File: config.mk
export PLATFORM = sky130hd
export DESIGN_NAME = fpa_align_add
export DESIGN_NICKNAME = d
export VERILOG_FILES = /design/src/rtl/fpa_pkg.sv /design/src/rtl/fpa_shifter.sv /design/src/rtl/fpa_merge.sv /design/src/rtl/fpa_align_add.sv
export SDC_FILE = /design/constraint.sdc
export NUM_CORES = 1
export LEC_CHECK = 0
export ABC_AREA = 1
export BUFFER_PORTS_ARGS = -buffer_cell sky130_fd_sc_hd__buf_2
export CELL_PAD_IN_SITES_DETAIL_PLACEMENT = 0
export CELL_PAD_IN_SITES_GLOBAL_PLACEMENT = 1
export CORE_UTILIZATION = 34
export CTS_CLUSTER_SIZE = 25
export DETAILED_ROUTE_END_ITERATION = 16
export PLACE_DENSITY = 0.71
export SYNTH_ARGS = -nofsm -noshare
export SYNTH_HDL_FRONTEND = slang
export SYNTH_SLANG_ARGS = --single-unit
File: constraint.sdc
create_clock -name clk -period 17.76 [get_ports clk]
set_input_delay 2.664 -clock clk [delete_from_list [all_inputs] [get_ports clk]]
set_output_delay 2.664 -clock clk [all_outputs]
set_load 0.02 [all_outputs]
File: src/rtl/fpa_pkg.sv
package fpa_pkg;

    typedef enum logic [1:0] {
        SM_KEEP = 2'b00,
        SM_POS  = 2'b01,
        SM_NEG  = 2'b10,
        SM_FLIP = 2'b11
    } sgn_mod_t;

    typedef enum logic [1:0] {
        S_IDLE,
        S_SHIFT,
        S_MERGE,
        S_DONE
    } fpa_state_t;

    function automatic logic apply_sgn_mod(input logic s, input logic [1:0] m);
        logic r;
        unique case (sgn_mod_t'(m))
            SM_KEEP: r = s;
            SM_POS:  r = 1'b0;
            SM_NEG:  r = 1'b1;
            SM_FLIP: r = ~s;
        endcase
        return r;
    endfunction

endpackage

File: src/rtl/fpa_shifter.sv
module fpa_shifter #(
    parameter int W = 35
) (
    input  logic         clk,
    input  logic         rst_n,
    input  logic         load,
    input  logic [W-1:0] load_val,
    input  logic         step,
    output logic [W-1:0] val,
    output logic         ext_msb
);
    logic [W-1:0] ext;

    // Operand shifts right one position per step; bits leaving it enter the extension.
    always_ff @(posedge clk) begin
        if (!rst_n) begin
            val <= '0;
            ext <= '0;
        end else if (load) begin
            val <= load_val;
            ext <= '0;
        end else if (step) begin
            {val, ext} <= {1'b0, val, ext[W-1:1]};
        end
    end

    assign ext_msb = ext[W-1];
endmodule

File: src/rtl/fpa_merge.sv
module fpa_merge #(
    parameter int W = 35
) (
    input  logic [W-1:0] a_mag,
    input  logic [W-1:0] b_mag,
    input  logic         a_sign,
    input  logic         eff_sub,
    input  logic         no_round,
    output logic [W-1:0] m_frac,
    output logic         m_sign,
    output logic         m_carry,
    output logic         m_guard
);
    logic [W:0] sum;
    logic       a_ge;

    assign sum  = {1'b0, a_mag} + {1'b0, b_mag};
    assign a_ge = (a_mag >= b_mag);

    always_comb begin
        m_carry = 1'b0;
        m_guard = 1'b0;
        m_sign  = a_sign;
        if (eff_sub) begin
            m_frac = a_ge ? (a_mag - b_mag) : (b_mag - a_mag);
            m_sign = a_ge ? a_sign : ~a_sign;
        end else if (sum[W]) begin
            m_carry = 1'b1;
            m_guard = sum[0];
            m_frac  = sum[W:1] + {{(W-1){1'b0}}, (~no_round & sum[0])};
        end else begin
            m_frac = sum[W-1:0];
        end
    end
endmodule

File: src/rtl/fpa_align_add.sv
module fpa_align_add
    import fpa_pkg::*;
#(
    parameter int FRAC_W = 35,
    parameter int EXP_W  = 18,
    parameter int WINDOW = 35
) (
    input  logic              clk,
    input  logic              rst_n,
    input  logic              start,
    input  logic              a_sign,
    input  logic [EXP_W-1:0]  a_exp,
    input  logic [FRAC_W-1:0] a_frac,
    input  logic              b_sign,
    input  logic [EXP_W-1:0]  b_exp,
    input  logic [FRAC_W-1:0] b_frac,
    input  logic              sub_op,
    input  logic              no_round,
    input  logic [1:0]        sgn_mod,
    output logic              res_valid,
    output logic              res_sign,
    output logic [EXP_W:0]    res_exp,
    output logic [FRAC_W-1:0] res_frac,
    output logic              res_guard
);
    localparam int DW = EXP_W + 1;
    localparam int CW = $clog2(WINDOW + 1);
    localparam logic signed [DW-1:0] WIN_S = DW'(WINDOW);

    fpa_state_t state, state_nx;

    logic signed [DW-1:0] a_exp_x, b_exp_x, diff_in, abs_diff;
    logic                 pass_a, pass_b, go;

    logic [FRAC_W-1:0] a_f;
    logic              a_s, b_s, sub_r, nr_r, shift_b;
    logic [1:0]        sm_r;
    logic [DW-1:0]     big_exp;
    logic [CW-1:0]     cnt;

    logic [FRAC_W-1:0] sh_val, sh_load_val, aligned, op_a, op_b, m_frac;
    logic              sh_ext_msb, sh_load, sh_step;
    logic              m_sign, m_carry, m_guard;

    // Start-time decode
    assign a_exp_x  = {a_exp[EXP_W-1], a_exp};
    assign b_exp_x  = {b_exp[EXP_W-1], b_exp};
    assign diff_in  = a_exp_x - b_exp_x;
    assign abs_diff = (diff_in < 0) ? -diff_in : diff_in;
    assign pass_b   = (a_frac == '0) || (diff_in < -WIN_S);
    assign pass_a   = !pass_b && ((b_frac == '0) || (diff_in > WIN_S));
    assign go       = (state == S_IDLE) && start;

    // Alignment shifter
    assign sh_load     = go && !pass_a && !pass_b;
    assign sh_load_val = (diff_in >= 0) ? b_frac : a_frac;
    assign sh_step     = (state == S_SHIFT);

    fpa_shifter #(.W(FRAC_W)) u_shift (
        .clk(clk), .rst_n(rst_n), .load(sh_load), .load_val(sh_load_val),
        .step(sh_step), .val(sh_val), .ext_msb(sh_ext_msb)
    );

    assign aligned = sh_val + {{(FRAC_W-1){1'b0}}, (~nr_r & sh_ext_msb)};
    assign op_a    = shift_b ? a_f : aligned;
    assign op_b    = shift_b ? aligned : sh_load_keep;

    logic [FRAC_W-1:0] sh_load_keep;  // unshifted B when A is the shifted one

    fpa_merge #(.W(FRAC_W)) u_merge (
        .a_mag(op_a), .b_mag(op_b), .a_sign(a_s),
        .eff_sub(a_s ^ b_s ^ sub_r), .no_round(nr_r),
        .m_frac(m_frac), .m_sign(m_sign), .m_carry(m_carry), .m_guard(m_guard)
    );

    // State register
    always_ff @(posedge clk) begin
        if (!rst_n) state <= S_IDLE;
        else        state <= state_nx;
    end

    // Transitions
    always_comb begin
        state_nx = state;
        unique case (state)
            S_IDLE: if (start) begin
                if (pass_a || pass_b)   state_nx = S_DONE;
                else if (abs_diff == 0) state_nx = S_MERGE;
                else                    state_nx = S_SHIFT;
            end
            S_SHIFT: if (cnt == CW'(1)) state_nx = S_MERGE;
            S_MERGE: state_nx = S_DONE;
            S_DONE:  state_nx = S_IDLE;
        endcase
    end

    // Operand capture and result registers
    always_ff @(posedge clk) begin
        if (!rst_n) begin
            a_f <= '0; sh_load_keep <= '0;
            a_s <= 1'b0; b_s <= 1'b0; sub_r <= 1'b0; nr_r <= 1'b0;
            sm_r <= '0; shift_b <= 1'b0; big_exp <= '0; cnt <= '0;
            res_sign <= 1'b0; res_exp <= '0; res_frac <= '0; res_guard <= 1'b0;
        end else begin
            unique case (state)
                S_IDLE: if (start) begin
                    a_f          <= a_frac;
                    sh_load_keep <= b_frac;
                    a_s          <= a_sign;
                    b_s          <= b_sign;
                    sub_r        <= sub_op;
                    nr_r         <= no_round;
                    sm_r         <= sgn_mod;
                    shift_b      <= (diff_in >= 0);
                    big_exp      <= (diff_in >= 0) ? a_exp_x : b_exp_x;
                    cnt          <= abs_diff[CW-1:0];
                    res_guard    <= 1'b0;
                    if (pass_b) begin
                        res_sign <= apply_sgn_mod(b_sign ^ sub_op, sgn_mod);
                        res_exp  <= b_exp_x;
                        res_frac <= b_frac;
                    end else if (pass_a) begin
                        res_sign <= apply_sgn_mod(a_sign, sgn_mod);
                        res_exp  <= a_exp_x;
                        res_frac <= a_frac;
                    end
                end
                S_SHIFT: cnt <= cnt - CW'(1);
                S_MERGE: begin
                    res_frac  <= m_frac;
                    res_sign  <= apply_sgn_mod(m_sign, sm_r);
                    res_guard <= m_guard;
                    res_exp   <= big_exp + {{(DW-1){1'b0}}, m_carry};
                end
                S_DONE: ;
            endcase
        end
    end

    assign res_valid = (state == S_DONE);

    // Checks
    AST_VALID_ONE_CYCLE: assert property (@(posedge clk) disable iff (!rst_n)
        res_valid |=> !res_valid);
    AST_GUARD_CLEARED: assert property (@(posedge clk) disable iff (!rst_n)
        go |=> !res_guard);
    AST_PASS_ONE_CYCLE: assert property (@(posedge clk) disable iff (!rst_n)
        (go && (pass_a || pass_b)) |=> res_valid);
    AST_SHIFT_STEP: assert property (@(posedge clk) disable iff (!rst_n)
        (state == S_SHIFT && cnt > CW'(1)) |=> (state == S_SHIFT && cnt == $past(cnt) - CW'(1)));
    AST_CARRY_TOP_SET: assert property (@(posedge clk) disable iff (!rst_n)
        (res_valid && res_guard) |-> res_frac[FRAC_W-1]);
    AST_FORCED_SIGN: assert property (@(posedge clk) disable iff (!rst_n)
        (res_valid && (sm_r[1] ^ sm_r[0])) |-> (res_sign == sm_r[1]));
endmodule

==> qor.yml, run 1 <==
status: "complete, no violations"
antenna_cells: 0
slew_violations: 0
final_common_cell: "nand2_1"
synth_area_leader_cell: "nand2_1"
wl_per_cell_um: 20.64
multi_input_comb_area_um2: 15260
grt_max_degree: 90
ant_nets: 0
clock_latency_ns: 0.49
comb_power_share_pct: 78.3
grt_overflow: 0
crit_top_cell: "nand2_1"
final_cell_mix: "1122 x nand2_1, 510 x inv_1, 487 x nor2_1"
hold_class: "reg -> reg"
rsz0062_at_grt: "false"
fin_crit_ns: 7.443
drc: 0
worst-setup-path-type: "reg -> reg"
rows: 92
synth.area.top_cells: "nand2_1 19%, dfxtp_1 18%, inv_1 8.8%"
dp_slack_ns: 10.33
syn_inst: 3950
utilization_pct: 37.70
internal-power_mw: 1.792
synth_edf_count: 0
postCtsSetupBuffers: 0
ys_ff_latch: 195
hold_viol: 0
fillers: 7456
start_util_pct: 34.55
ys_warn_count: 0
slowest_stage: "ha_1"
seq_power_share_pct: 13.3
cts_num_sinks: 195
async_flop_share_pct: 0
skew_ns: 0.02261
grt_pass1_vias: 23412
critPathMaxFanout: 36
syn_area_per_cell_um2: 5.538
synth_top_area_share_pct: 19.27
synth.yosys.seq_area_share_pct: 17.85
dpl.hpwl_um: 82360
critPathCaptureType: "register"
final_nets: 4258
dpl.cell_count: 4831
clock.fmax_ghz: 0.1344
finalWirelength_um: 100400
max-cap-violations: 0
power_mw: 4.937
crit_path_start_kind: "register"
fp.dieH_um: 255.6
io_pins: 172
cp_data_arrival_time_ns: 7.83
cp.required_ns: 18.14
finish.instance_area_um2: 23870
first_pass_iters: 6
holdWs_ns: 0.4499
pwr-share-clk_pct: 8.4
tightest_slew_ns: 1.234
relSlewSlack_pct: 16.89
power.switching_mw: 3.145
setup-violations-final: 0
fin_tns_setup_ns: 0
area_growth_pct: 9.107
cts_hold_buf: 0
grt_pass1_wl_um: 149200
via_per_inst: 5.268
drt_first_iter_violations: 2627
p_leak_nw: 11.70
dpl_cell_area_um2: 23260
die-area_um2: 65350
syn_area_um2: 21870
final_cell_count_no_fill: 4863
cts_resized: 0
synth_flop_cell: "dfxtp_1"
die_width_um: 255.6
portBuffers: 171
path_clk_slew_ns: 0.09
gp_congestion: 1.009
cts_buffers: 17
fin_ws_ns: 10.32
finalCritPeriodShare_pct: 41.91
antenna_found_initial: 0
coreArea_um2: 63310
drive_gt1_share_pct: 7.269
vdd_drop_max_v: 0.00009485
ys_types: 56
switching_share_pct: 63.70
clockBufferDepth: 2
root_buffer: "clkbuf_16"
cts_tree: "built"
regArea_um2: 3905
cts_max_level: 4
routed-via-count: 25620
p_per_area_nw_per_um2: 206.9
track_usage_pct: 30.02
max_stage_delay_ns: 0.44
syn_nets: 4204
## worst max-delay path: cells and delay by family, from the launching register on
family / cells / cell delay (ns)
AOI/OAI and AO/OA: 3 / 0.33
and+or+nand+nor: 28 / 4.35
xor gates and xnor gates: 1 / 0.21
adders and majority gates: 5 / 1.22
DFF: 1 / 0.37
buffers and inverters: 6 / 0.86
## synth_stat cells (3+ instances only)
| cell type | count |
|---|---|
| a21boi_0 | 5 |
| a21o_1 | 4 |
| a21oi_1 | 283 |
| a21oi_2 | 4 |
| a31oi_1 | 17 |
| and2_1 | 5 |
| buf_1 | 10 |
| buf_2 | 42 |
| buf_4 | 12 |
| buf_6 | 4 |
| clkbuf_1 | 91 |
| dfxtp_1 | 195 |
| fa_1 | 4 |
| ha_1 | 135 |
| inv_1 | 513 |
| inv_2 | 13 |
| nand2_1 | 1123 |
| nand2_2 | 12 |
| nand3_1 | 217 |
| nand3b_1 | 13 |
| nand4_1 | 54 |
| nor2_1 | 487 |
| nor2_2 | 7 |
| nor3_1 | 47 |
| nor4_1 | 11 |
| o211ai_1 | 30 |
| o21a_1 | 5 |
| o21ai_0 | 369 |
| o21ai_1 | 73 |
| o21bai_1 | 23 |
| o221ai_1 | 4 |
| o22ai_1 | 3 |
| or2_2 | 10 |
| xnor2_1 | 16 |
| xor2_1 | 79 |
## layer usage
| layer | wire length, um | global-route usage, % | share of wire, % | up-vias |
|---|---|---|---|---|
| li1 | - | - | - | 12772 |
| met1 | 45980 | 41.84 | 46 | 11728 |
| met2 | 42210 | 45.45 | 42 | 990 |
| met3 | 7365 | 4.169 | 7.3 | 130 |
| met4 | 4803 | 13.87 | 4.8 | 0 |
| met5 | 0 | 0 | 0 | - |
## flip-flops by register name (all words and copies together) (netlist names), 2 cells and up
| register | count |
|---|---|
| state | 2 |
| sm_r | 2 |
| big_exp | 18 |
| cnt | 6 |
| a_f | 35 |
| res_frac | 35 |
| res_exp | 19 |
| sh_load_keep | 35 |
| u_shift.val | 35 |
## power groups by stage
stage	logic, mW	registers (mW)	clock network, mW
after floorplan	2.44	0.695	0
after global placement	3.76	0.667	0
after detailed placement	3.76	0.664	0
after CTS	3.77	0.655	0.418
after global routing	4.20	0.671	0.433
final	3.87	0.657	0.413
## area by class of cell
type	count	area share (%)
Inverter	530	8.357
Clock inverter	15	0.7340
Multi-Input combinational cell	3064	63.95
Sequential cell	195	16.36
Clock buffer	17	1.783
Timing Repair Buffer	196	4.383
Tap cell	846	4.435
## final timing paths
check / from / to / slack, ns / cells past startpoint
setup reg to reg: nr_r / res_exp[16] / 10.32 / 43
hold / removal: sh_load_keep[9] / sh_load_keep[9] / 0.45 / 2
setup / recovery: nr_r / res_exp[16] / 10.32 / 43
hold reg to reg: sh_load_keep[9] / sh_load_keep[9] / 0.45 / 2
## kinds of logic after synthesis
group                      count (synthesis)  synth area share [%]
xor gates and xnor gates                  96                 3.878
adders and majority gates                139                 8.088
buffers and inverters                    691                 12.46
DFF                                      195                 17.85
AOI/OAI and AO/OA                        831                 20.26
and+or+nand+nor                         1998                 37.46
No activity file was read; power rests on OpenSTA's default activity.
==> inputs of run 2 (changes only) <==
==> constraint.sdc (replaced) <==
create_clock -name clk -period 7.13 [get_ports clk]
set_input_delay 1.0695 -clock clk [delete_from_list [all_inputs] [get_ports clk]]
set_output_delay 1.0695 -clock clk [all_outputs]
set_load 0.02 [all_outputs]
==> qor.yml, run 2 (synthesis gave the netlist of run 1 again) <==
power_mw: 12.55
grt_busiest_layer: "met1"
cts_tree: "built"
cp_data_arrival_time_ns: 6.75
relSlewSlack_pct: 30.38
portBuffers: 171
setup-violations-final: 0
antenna_cells: 0
worstRegToRegCells: 42
finalWirelength_um: 102700
die-area_um2: 65350
fin_ws_ns: 0.7790
crit_top_cell: "nand2_1"
hold_class: "reg -> reg"
slowest_stage: "ha_2"
routed-via-count: 26052
first_pass_iters: 6
finalCritPeriodShare_pct: 89.07
die_width_um: 255.6
cp.required_ns: 7.53
dpl.hpwl_um: 84650
rows: 92
cts_num_sinks: 195
max-cap-violations: 0
drive_gt1_share_pct: 7.885
fin_crit_ns: 6.351
clock_latency_ns: 0.51
status: "complete, no violations"
p_per_area_nw_per_um2: 521.5
drc: 0
use_met2_pct: 45.34
io_pins: 172
area_growth_pct: 9.982
tightest_slew_ns: 1.035
endpoint: "res_exp[17]"
ant_nets: 0
p_leak_nw: 11.81
cts_hold_buf: 0
critPathCaptureType: "register"
track_usage_pct: 30.73
wl_per_cell_um: 21.05
grt_pass1_vias: 23612
final_cell_mix: "1122 x nand2_1, 510 x inv_1, 486 x nor2_1"
crit_path_start_kind: "register"
coreArea_um2: 63310
r2r-start: "u_shift.ext[34]"
worstSetupStartpoint: "u_shift.ext[34]"
slew_violations: 0
rsz0062_at_grt: "true"
clockBufferDepth: 2
fp.dieH_um: 255.6
vdd_drop_max_v: 0.0002716
cts_max_level: 4
via_per_inst: 5.340
antenna_found_initial: 0
worst-setup-path-type: "reg -> reg"
start_util_pct: 34.55
gp_congestion: 1.050
cts_buffers: 17
grt_overflow: 0
path_clk_slew_ns: 0.08
use_met3_pct: 3.615
drt_first_iter_violations: 3150
fin_tns_setup_ns: 0
grt_pass1_wl_um: 151900
critPathMaxFanout: 8
hold_viol: 0
root_buffer: "clkbuf_16"
reg2reg_slack_ns: 0.78
skew_ns: 0.01402
timing.rr.end: "res_exp[17]"
final_common_cell: "nand2_1"
dp_slack_ns: 0.4099
final_nets: 4274
grt_max_degree: 109
grt_use_met1_pct: 45.47
max_stage_delay_ns: 0.52
clock.fmax_ghz: 0.1575
==> run 2: worst min-delay path by stage <==
stage	startpoint	to	depth (start not counted)	slack (ns)
final	sh_load_keep[1]	sh_load_keep[1]	2	0.45
after global routing	res_frac[31]	res_frac[31]	2	0.48
after CTS	a_f[9]	a_f[9]	2	0.45
after detailed placement	a_f[9]	a_f[9]	2	0.44
after global placement	a_f[9]	a_f[9]	2	0.44
after floorplan	sh_load_keep[9]	sh_load_keep[9]	2	0.42
==> run 2: layout make-up <==
cell class,instances,area [um2]
clock buffer,18,429.2
clock inverter,14,168.9
fill,7438,39250
inverter,530,1994
multi-input combinational,3064,15320
sequential,195,3905
tap,846,1059
timing repair buffer,212,1179
==> run 2: timing repair <==
item | in CTS | in global routing
endpoints found under the setup margin | 0 | 15
buffers inserted | 0 | 0
gates resized for setup | 0 | 13
==> run 2: stage by stage <==
| stage | instance area, um2 | util, % | std cells | hold WS, ns |
|---|---|---|---|---|
| after floorplan | 21870 | - | 3950 | 0.4244 |
| after global placement | 23400 | 36.96 | 4847 | 0.4397 |
| after detailed placement | 23400 | 36.96 | 4847 | 0.4431 |
| after CTS | 24000 | 37.90 | 4879 | 0.4530 |
| after global routing | 24060 | 38.00 | 4879 | 0.4818 |
| final | 24060 | 38.00 | 4879 | 0.4520 |
==> run 2: metal layers <==
layer | share of wire (%) | wire (um)
met1 | 48 | 49000
met5 | 0 | 0
met4 | 3.5 | 3564
met2 | 41 | 42420
met3 | 7.5 | 7711
==> run 2: worst max-delay path, delay by kind of cell, from the launching register on <==
family | cells | cell delay (ns)
and+or+nand+nor | 28 | 3.60
AOI/OAI and AO/OA | 3 | 0.40
xor gates and xnor gates | 1 | 0.24
adders and majority gates | 4 | 1.15
buffers and inverters | 6 | 0.54
DFF | 1 | 0.31
==> run 2: power breakdown <==
group	internal, mW	switching [mW]
Combinational	2.68	7.16
Sequential	1.41	0.257
Clock	0.529	0.510
Total	4.62	7.93
